[src/rtl/stby_pkg.sv]
// Shared state encoding for the standby controller.
// The low two bits of a sleep state double as the reported mode code.
package stby_pkg;
    typedef enum logic [1:0] {
        ST_RUN    = 2'b00,
        ST_HALT   = 2'b01,
        ST_STOP   = 2'b10,
        ST_SETTLE = 2'b11
    } stby_state_e;

    localparam logic [1:0] MODE_RUN = 2'b00;
endpackage

[src/rtl/stby_fsm.sv]
// State register and sequencing for run, light sleep, deep sleep and settling.
// Assumes the entry strobes come from the instruction decoder, which issues
// them only while the CPU clock is running.
module stby_fsm
    import stby_pkg::*;
(
    input  logic        clk,
    input  logic        rst_n,
    input  logic        halt_req,
    input  logic        stop_req,
    input  logic        cpu_on_main,
    input  logic        wake,
    input  logic        osc_stable,
    output stby_state_e state
);
    stby_state_e nxt;

    // Next-state selection; a deep-sleep request is dropped on the sub clock.
    always_comb begin
        nxt = state;
        unique case (state)
            ST_RUN: begin
                if (stop_req && cpu_on_main) nxt = ST_STOP;
                else if (halt_req)          nxt = ST_HALT;
            end
            ST_HALT:   if (wake)       nxt = ST_RUN;
            ST_STOP:   if (wake)       nxt = ST_SETTLE;
            ST_SETTLE: if (osc_stable) nxt = ST_RUN;
            default:                   nxt = ST_RUN;
        endcase
    end

    // State register with synchronous active-low reset.
    always_ff @(posedge clk) begin
        if (!rst_n) state <= ST_RUN;
        else        state <= nxt;
    end
endmodule

[src/rtl/stby_qual.sv]
// Clock gating enables and peripheral run qualifiers.
// Purely combinational. Assumes the clock-source selects are static while asleep.
module stby_qual
    import stby_pkg::*;
#(
    parameter int NTMR = 3,
    parameter int NEXT = 4
) (
    input  stby_state_e      state,
    input  logic             main_osc_off,
    input  logic             ext_sck_sel,
    input  logic [NTMR-1:0]  tmr_ext_sel,
    input  logic             wt_sel_xt,
    input  logic             lcd_sel_xt,
    input  logic             int0_nf_bypass,
    input  logic             wdt_mode,
    input  logic             wdt_ovf,
    output logic [1:0]       mode,
    output logic             cpu_clk_en,
    output logic             osc_en,
    output logic             run_itw,
    output logic             run_sio,
    output logic [NTMR-1:0]  run_tmr,
    output logic             run_wt,
    output logic             run_lcd,
    output logic [NEXT-1:0]  run_ext,
    output logic             wdt_rst
);
    logic in_halt, in_stop, main_live;

    // State decode and main oscillator status.
    always_comb begin
        in_halt    = (state == ST_HALT);
        in_stop    = (state == ST_STOP);
        main_live  = !main_osc_off;
        mode       = (state == ST_SETTLE) ? MODE_RUN : state;
        cpu_clk_en = (state == ST_RUN);
        osc_en     = main_live && !in_stop;
    end

    // Qualifiers for the single-instance peripherals.
    always_comb begin
        if (in_stop) begin
            run_itw = 1'b0;
            run_sio = ext_sck_sel;
            run_wt  = wt_sel_xt;
            run_lcd = lcd_sel_xt;
        end else if (in_halt) begin
            run_itw = main_live;
            run_sio = ext_sck_sel || main_live;
            run_wt  = 1'b1;
            run_lcd = 1'b1;
        end else begin
            run_itw = 1'b1;
            run_sio = 1'b1;
            run_wt  = 1'b1;
            run_lcd = 1'b1;
        end
        wdt_rst = wdt_mode && wdt_ovf && run_itw;
    end

    // One qualifier per timer/event counter.
    for (genvar t = 0; t < NTMR; t++) begin : g_tmr
        always_comb begin
            if (in_stop)      run_tmr[t] = tmr_ext_sel[t];
            else if (in_halt) run_tmr[t] = tmr_ext_sel[t] || main_live;
            else              run_tmr[t] = 1'b1;
        end
    end

    // External lines: only line 0 depends on its noise filter in deep sleep.
    for (genvar e = 0; e < NEXT; e++) begin : g_ext
        if (e == 0) begin : g_filt
            always_comb run_ext[e] = in_stop ? int0_nf_bypass : 1'b1;
        end else begin : g_plain
            always_comb run_ext[e] = 1'b1;
        end
    end
endmodule

[src/rtl/stby_wake.sv]
// Wake detect: OR over requests that are enabled and come from running sources.
// Assumes requests are levels held until serviced.
module stby_wake #(
    parameter int NSRC = 10
) (
    input  logic [NSRC-1:0] irq_req,
    input  logic [NSRC-1:0] irq_en,
    input  logic [NSRC-1:0] src_live,
    output logic            wake
);
    // Masked reduction of the request bus.
    always_comb wake = |(irq_req & irq_en & src_live);
endmodule

[src/rtl/standby_ctrl.sv]
// Top of the standby controller: sequencing, qualifiers and wake detect.
// Wake-bus order: itw, serial, timers, watch timer, external lines.
module standby_ctrl
    import stby_pkg::*;
#(
    parameter int NTMR = 3,
    parameter int NEXT = 4,
    localparam int NSRC = 3 + NTMR + NEXT
) (
    input  logic            clk,
    input  logic            rst_n,
    input  logic            halt_req,
    input  logic            stop_req,
    input  logic            cpu_on_main,
    input  logic            osc_stable,
    input  logic            main_osc_off,
    input  logic [NSRC-1:0] irq_req,
    input  logic [NSRC-1:0] irq_en,
    input  logic            ext_sck_sel,
    input  logic [NTMR-1:0] tmr_ext_sel,
    input  logic            wt_sel_xt,
    input  logic            lcd_sel_xt,
    input  logic            int0_nf_bypass,
    input  logic            wdt_mode,
    input  logic            wdt_ovf,
    output logic [1:0]      mode_o,
    output logic            cpu_clk_en_o,
    output logic            osc_en_o,
    output logic            run_itw_o,
    output logic            run_sio_o,
    output logic [NTMR-1:0] run_tmr_o,
    output logic            run_wt_o,
    output logic            run_lcd_o,
    output logic [NEXT-1:0] run_ext_o,
    output logic            wdt_rst_o
);
    stby_state_e     state;
    logic            wake;
    logic [NSRC-1:0] src_live;

    stby_fsm u_fsm (
        .clk(clk), .rst_n(rst_n), .halt_req(halt_req), .stop_req(stop_req),
        .cpu_on_main(cpu_on_main), .wake(wake), .osc_stable(osc_stable),
        .state(state)
    );

    stby_qual #(.NTMR(NTMR), .NEXT(NEXT)) u_qual (
        .state(state), .main_osc_off(main_osc_off), .ext_sck_sel(ext_sck_sel),
        .tmr_ext_sel(tmr_ext_sel), .wt_sel_xt(wt_sel_xt), .lcd_sel_xt(lcd_sel_xt),
        .int0_nf_bypass(int0_nf_bypass), .wdt_mode(wdt_mode), .wdt_ovf(wdt_ovf),
        .mode(mode_o), .cpu_clk_en(cpu_clk_en_o), .osc_en(osc_en_o),
        .run_itw(run_itw_o), .run_sio(run_sio_o), .run_tmr(run_tmr_o),
        .run_wt(run_wt_o), .run_lcd(run_lcd_o), .run_ext(run_ext_o),
        .wdt_rst(wdt_rst_o)
    );

    // Assemble the wake-bus qualifier vector in source order.
    always_comb src_live = {run_ext_o, run_wt_o, run_tmr_o, run_sio_o, run_itw_o};

    stby_wake #(.NSRC(NSRC)) u_wake (
        .irq_req(irq_req), .irq_en(irq_en), .src_live(src_live), .wake(wake)
    );
endmodule

[config.mk]
export PLATFORM = sky130hd
export DESIGN_NAME = standby_ctrl
export DESIGN_NICKNAME = d
export VERILOG_FILES = /design/src/rtl/stby_pkg.sv /design/src/rtl/stby_fsm.sv /design/src/rtl/stby_qual.sv /design/src/rtl/stby_wake.sv /design/src/rtl/standby_ctrl.sv
export SDC_FILE = /design/constraint.sdc
export NUM_CORES = 1
export LEC_CHECK = 0
export CORE_MARGIN = 2
export CORE_UTILIZATION = 24
export CTS_CLUSTER_SIZE = 10
export DETAILED_ROUTE_END_ITERATION = 10
export PLACE_DENSITY = 0.93
export SLEW_MARGIN = 0
export SYNTH_ARGS = -nofsm -noshare
export SYNTH_HDL_FRONTEND = slang
export SYNTH_SLANG_ARGS = --single-unit
export TNS_END_PERCENT = 50
[constraint.sdc]
create_clock -name clk -period 2.6 [get_ports clk]
set_clock_uncertainty 0.2 [all_clocks]
set_input_delay 0.26 -clock clk [delete_from_list [all_inputs] [get_ports clk]]
set_output_delay 0.26 -clock clk [all_outputs]
set_load 0.01 [all_outputs]
### After elaboration in Yosys (flattened, before gate mapping)

Index checks and enable logic that the tools add are counted.

* bits in registers: 2
* bits of input ports: 36
* output and inout bits: 16

* eq/ne operators: 7
* multiplexer cells: 20
* bitwise gates (word level): 2
* reductions and logical operators: 13

Operators by type and width (count)
* AND 10 bit: 2
* 2-to-1 mux 1 bit: 13
* 2-to-1 mux 2 bit: 6
* OR reduction 10 bit: 1
* one-hot mux 2 bit (4 select lines): 1
* inequality test 2 bit (second input constant): 3
* == test 2 bit (second input constant): 2
* logical AND 1 bit: 4
* logical OR 1 bit: 4
* AND reduction 4 bit: 1
* inequality test 3 x 2 -> 1 bit (second input constant): 1
* == test 2 x 1 -> 1 bit (second input constant): 1
* zero test 1 bit: 2
* zero test 2 bit: 1

### Longest topological paths before layout

Gate-level depths: netlist of the first run.

* depth in word-level cells: 8
* mapped depth: 6
* gate-level depth less buffers: 6

### Cells and area by module

A second synthesis of the first run with hierarchy kept.

* cells, all modules: 44
* area, all modules: 324.1 µm²

Modules (own cells, without submodules)
* stby_qual: instances 1, cells an instance 21, area each 155.1 µm², sequential area each 0.0 µm²
* stby_fsm: instances 1, cells an instance 11, area each 96.3 µm², sequential area each 40.0 µm²
* stby_wake: instances 1, cells an instance 12, area each 72.6 µm², sequential area each 0.0 µm²

### Worst setup path after synthesis of the first run

Ideal clock, no wire load.

* path type: register -> register
* start: reg u_fsm.state[1]
* end: reg u_fsm.state[0]
* setup time: 0.118 ns
* data arrival time: 1.514 ns
* data required time: 2.282 ns
* slack: 0.769 ns
* stages on the path, launching flop included: 6
* clock period less this slack: 1.831 ns
* path through: dfxtp_1 and2b_1 a21oi_1 nand3_1 a31o_1 o2111a_1

* cells in the longest elaborated chain, start to end: 7
* elaborated cells between the ends (all ways): 24

Ends and longest elaborated chain
* from (decl): RTL line stby_fsm.sv:14 `output stby_state_e state`
* from (signal assigned): RTL line stby_fsm.sv:36 `else state <= nxt;`
* == test 2 x 1 -> 1 bit: RTL line stby_qual.sv:33 `in_halt = (state == ST_HALT);`
* 2-to-1 mux 1 bit: RTL line stby_qual.sv:48 `end else if (in_halt) begin`
* 2-to-1 mux 1 bit *: RTL line stby_qual.sv:43 `if (in_stop) begin`
* net run_itw_o: RTL line standby_ctrl.sv:29 `output logic run_itw_o,`
* AND 10 bit *: RTL line stby_wake.sv:12 `always_comb wake = |(irq_req & irq_en & src_live);`
* OR reduction 10 bit *: RTL line stby_wake.sv:12
* inequality test 2 bit (no source line)
* AND reduction 4 bit (no source line) *

The timed path passes the listed nets; every way through them passes the cells marked *.
A chain may end at the register's enable or synchronous reset.

### Worst setup path in the final report of the first run

* start: reg u_fsm.state[0]
* end: out wdt_rst_o

* cells in the longest elaborated chain, start to end: 4
* elaborated cells between the ends (all ways): 5

Ends and longest elaborated chain
* == test 2 x 1 -> 1 bit: RTL line stby_qual.sv:33
* 2-to-1 mux 1 bit: RTL line stby_qual.sv:48
* 2-to-1 mux 1 bit *: RTL line stby_qual.sv:43
* logical AND 1 bit *: RTL line stby_qual.sv:59 `wdt_rst = wdt_mode && wdt_ovf && run_itw;`
* to (decl): RTL line standby_ctrl.sv:35 `output logic wdt_rst_o`

Every way passes the cells marked *; elsewhere a longest branch is shown, timed or not.

==> results.sh, run 1 <==
export IMPL_grt_pass1_vias=516
export IMPL_rows=13
export IMPL_nets=135
export IMPL_setup_viol=0
export IMPL_dieArea_sq_mm=0.00180
export IMPL_comb_power_share=0.573
export IMPL_cts_tree="yes"
export IMPL_power_switching_mw=0.0832
export IMPL_largest_reg_flops=2
export IMPL_setup_tns_ps=0
export IMPL_cts_resized=0
export IMPL_power_frac_clock=0.269
export IMPL_clk_pin_slew_ps=30
export IMPL_max_clock_freq_mhz=409
export IMPL_root_buffer="clkbuf_4"
export IMPL_initial_core_util=0.263
export IMPL_crit_start="u_fsm.state[0]"
export IMPL_cts_sinks=2
export IMPL_coreArea_sq_mm=0.00135
export IMPL_power_density_mw_per_mm2=315
export IMPL_gp_congestion=0.721
export IMPL_grt_setup_unrepaired="false"
export IMPL_vias=546
export IMPL_wirelength_mm=1.36
export IMPL_cts_setup_buffers=0
export IMPL_routed_via_density=4.88
export IMPL_postCtsHoldBufs=0
export IMPL_routedWlPerCell_um=12.1
export IMPL_hp_class="in -> reg"
export IMPL_cp_endpoint="wdt_rst_o"
export IMPL_numPortBuffers=48
export IMPL_most_common_layout_cells="clkdlybuf4s50_1, nand2_1"
export IMPL_worst_ir_drop_vdd_uv=216
export IMPL_grt_first_pass_wirelength_mm=2.07
export IMPL_grt_max_degree=12
export IMPL_status="complete, no violations"
export IMPL_finalWorstSetupSlack_ps=153
export IMPL_drv_cap=0
export IMPL_drc=0
export IMPL_worstSetupStartpointType="flip-flop"
export IMPL_reg2reg_to="u_fsm.state[1]"
export IMPL_pin_count=52
export IMPL_swShare=0.307
export IMPL_hpwl_mm=1.17
export IMPL_fin_crit_sh=0.941
export IMPL_syn_inst=48
export IMPL_internal_power_mw=0.188
export IMPL_ys_flop_type="dfxtp_1"
export IMPL_die_y_um=42.5
export IMPL_drtIter0Drc=1
export IMPL_synth_distinct_cells=27
export IMPL_end_kind="output port"
export IMPL_overflow=0
export IMPL_maxSlewViolCount=0
export IMPL_rr_worst_depth=5
export IMPL_synth_seq_cells=2
export IMPL_finalWorstPathRequiredPeriod_ps=2450
export IMPL_p_seq_frac=0.158
export IMPL_netlist_area_sq_um=355
export IMPL_r2r_setup_slack_ps=690
export IMPL_drt_pass1_iterations=4
export IMPL_numCtsBuffers=3
export IMPL_synth_edf_count=0
export IMPL_hold_violations=0
export IMPL_synth_area_top_cells="dfxtp_1, or4bb_1, o2111ai_1"
export IMPL_avgSynthCellArea_sq_um=7.40
export IMPL_dp_slack_ps=276
export IMPL_yosysSeqAreaShare=0.113
export IMPL_die_w_um=42.5
export IMPL_yosysWarnings=0
export IMPL_cts_buffer_depth=2
export IMPL_n_antenna_cell=0
export IMPL_syn2layout_area_growth_pct=142
export IMPL_reg_top3="u_fsm.state: 2 flops"
export IMPL_drive_gt1_frac=0.113
export IMPL_synth_top_area_share=0.113
export IMPL_antenna_found_initial=0
export IMPL_arrival_ps=1990
export IMPL_crit_required_ps=2140
export IMPL_htree_levels=1
export IMPL_regMostFlops="u_fsm.state"
export IMPL_final_common_cell="clkdlybuf4s50_1"
export IMPL_synth_largest_area_cell="dfxtp_1"
export IMPL_path_max_fanout=11
export IMPL_gr_usage_all_layers=0.148
export IMPL_p_leak_nw=0.333
export IMPL_synthArstFlopShare=0
export IMPL_antenna_left=0
export IMPL_r2r_start="u_fsm.state[0]"
export IMPL_path_class="reg -> out"
export IMPL_clk_latency_ps=230
Yosys cell counts (2+ instances only):
cell	number
inv_1	2
dfxtp_1	2
or2_2	3
nor2_1	2
o21ai_0	2
buf_4	3
nand3_1	2
nand2b_1	3
nand2_1	5
o2111ai_1	3
a21oi_1	3
or4bb_1	3
metal layers:
| metal | vias to the layer above | GRT usage | wire, um |
|---|---|---|---|
| li1 | 280 | - | - |
| met1 | 240 | 0.148 | 516 |
| met2 | 24 | 0.277 | 715 |
| met3 | 2 | 0.0388 | 107 |
| met4 | 0 | 0.0750 | 19 |
| met5 | - | 0 | 0 |
power groups by stage:
stage / Combinational, mW / Sequential, mW / Clock (mW)
after global routing: 0.166 / 0.0440 / 0.0769
final: 0.155 / 0.0428 / 0.0728
after detailed placement: 0.154 / 0.0429 / 0
after floorplan: 0.0641 / 0.0377 / 0
after CTS: 0.155 / 0.0425 / 0.0733
after global placement: 0.153 / 0.0423 / 0
stage by stage:
stage	utilization	total power, mW	hold WS, ps	instances	instance area, sq um
6_report	0.638	0.271	466	112	861
5_1_grt	0.638	0.287	493	112	861
4_1_cts	0.635	0.271	463	112	857
3_5_place_dp	0.618	0.197	467	109	835
3_3_place_gp	0.618	0.195	436	109	835
2_1_floorplan	-	0.102	212	50	363
how the worst min path moves through the flow:
| stage | start | end | cells past startpoint |
|---|---|---|---|
| 6_report | rst_n | u_fsm.state[0] | 2 |
| 5_1_grt | cpu_on_main | u_fsm.state[1] | 2 |
| 4_1_cts | rst_n | u_fsm.state[0] | 2 |
| 3_5_place_dp | u_fsm.state[0] | u_fsm.state[1] | 2 |
| 3_3_place_gp | u_fsm.state[0] | u_fsm.state[1] | 2 |
| 2_1_floorplan | cpu_on_main | u_fsm.state[1] | 1 |
worst max-delay path, stage by stage, from the launching register on:
cell and delay (ps):
dfxtp_1 480, nand2b_2 250, inv_2 90, a21oi_2 220, and3_1 180, clkdlybuf4s50_1 530
cell families after synthesis:
logic type             count (synthesis)  share of synthesized area
flip-flops                             2                      0.113
other                                  1                     0.0106
AO/OA/AOI/OAI                         15                      0.363
AND/OR/NAND/NOR                       23                      0.405
buffers and inverters                  7                      0.109
layout make-up:
| type | count | area [sq um] |
|---|---|---|
| clock buffer | 3 | 22.5 |
| multi-input combinational | 41 | 288 |
| fill | 121 | 489 |
| timing repair buffer | 48 | 480 |
| sequential | 2 | 40.0 |
| tap | 15 | 18.8 |
| inverter | 3 | 11.3 |
Note: power is estimated with default switching activity, not from simulation.
==> run 2: changes to the inputs <==
--- a/config.mk
+++ b/config.mk
@@ -7,7 +7,7 @@
 export LEC_CHECK = 0
 export CORE_MARGIN = 2
 export CORE_UTILIZATION = 24
-export CTS_CLUSTER_SIZE = 10
+export CTS_CLUSTER_SIZE = 40
 export DETAILED_ROUTE_END_ITERATION = 10
 export PLACE_DENSITY = 0.93
 export SLEW_MARGIN = 0
==> results of run 2 <==
Final layout, timing and power as in run 1 (identical DEF).
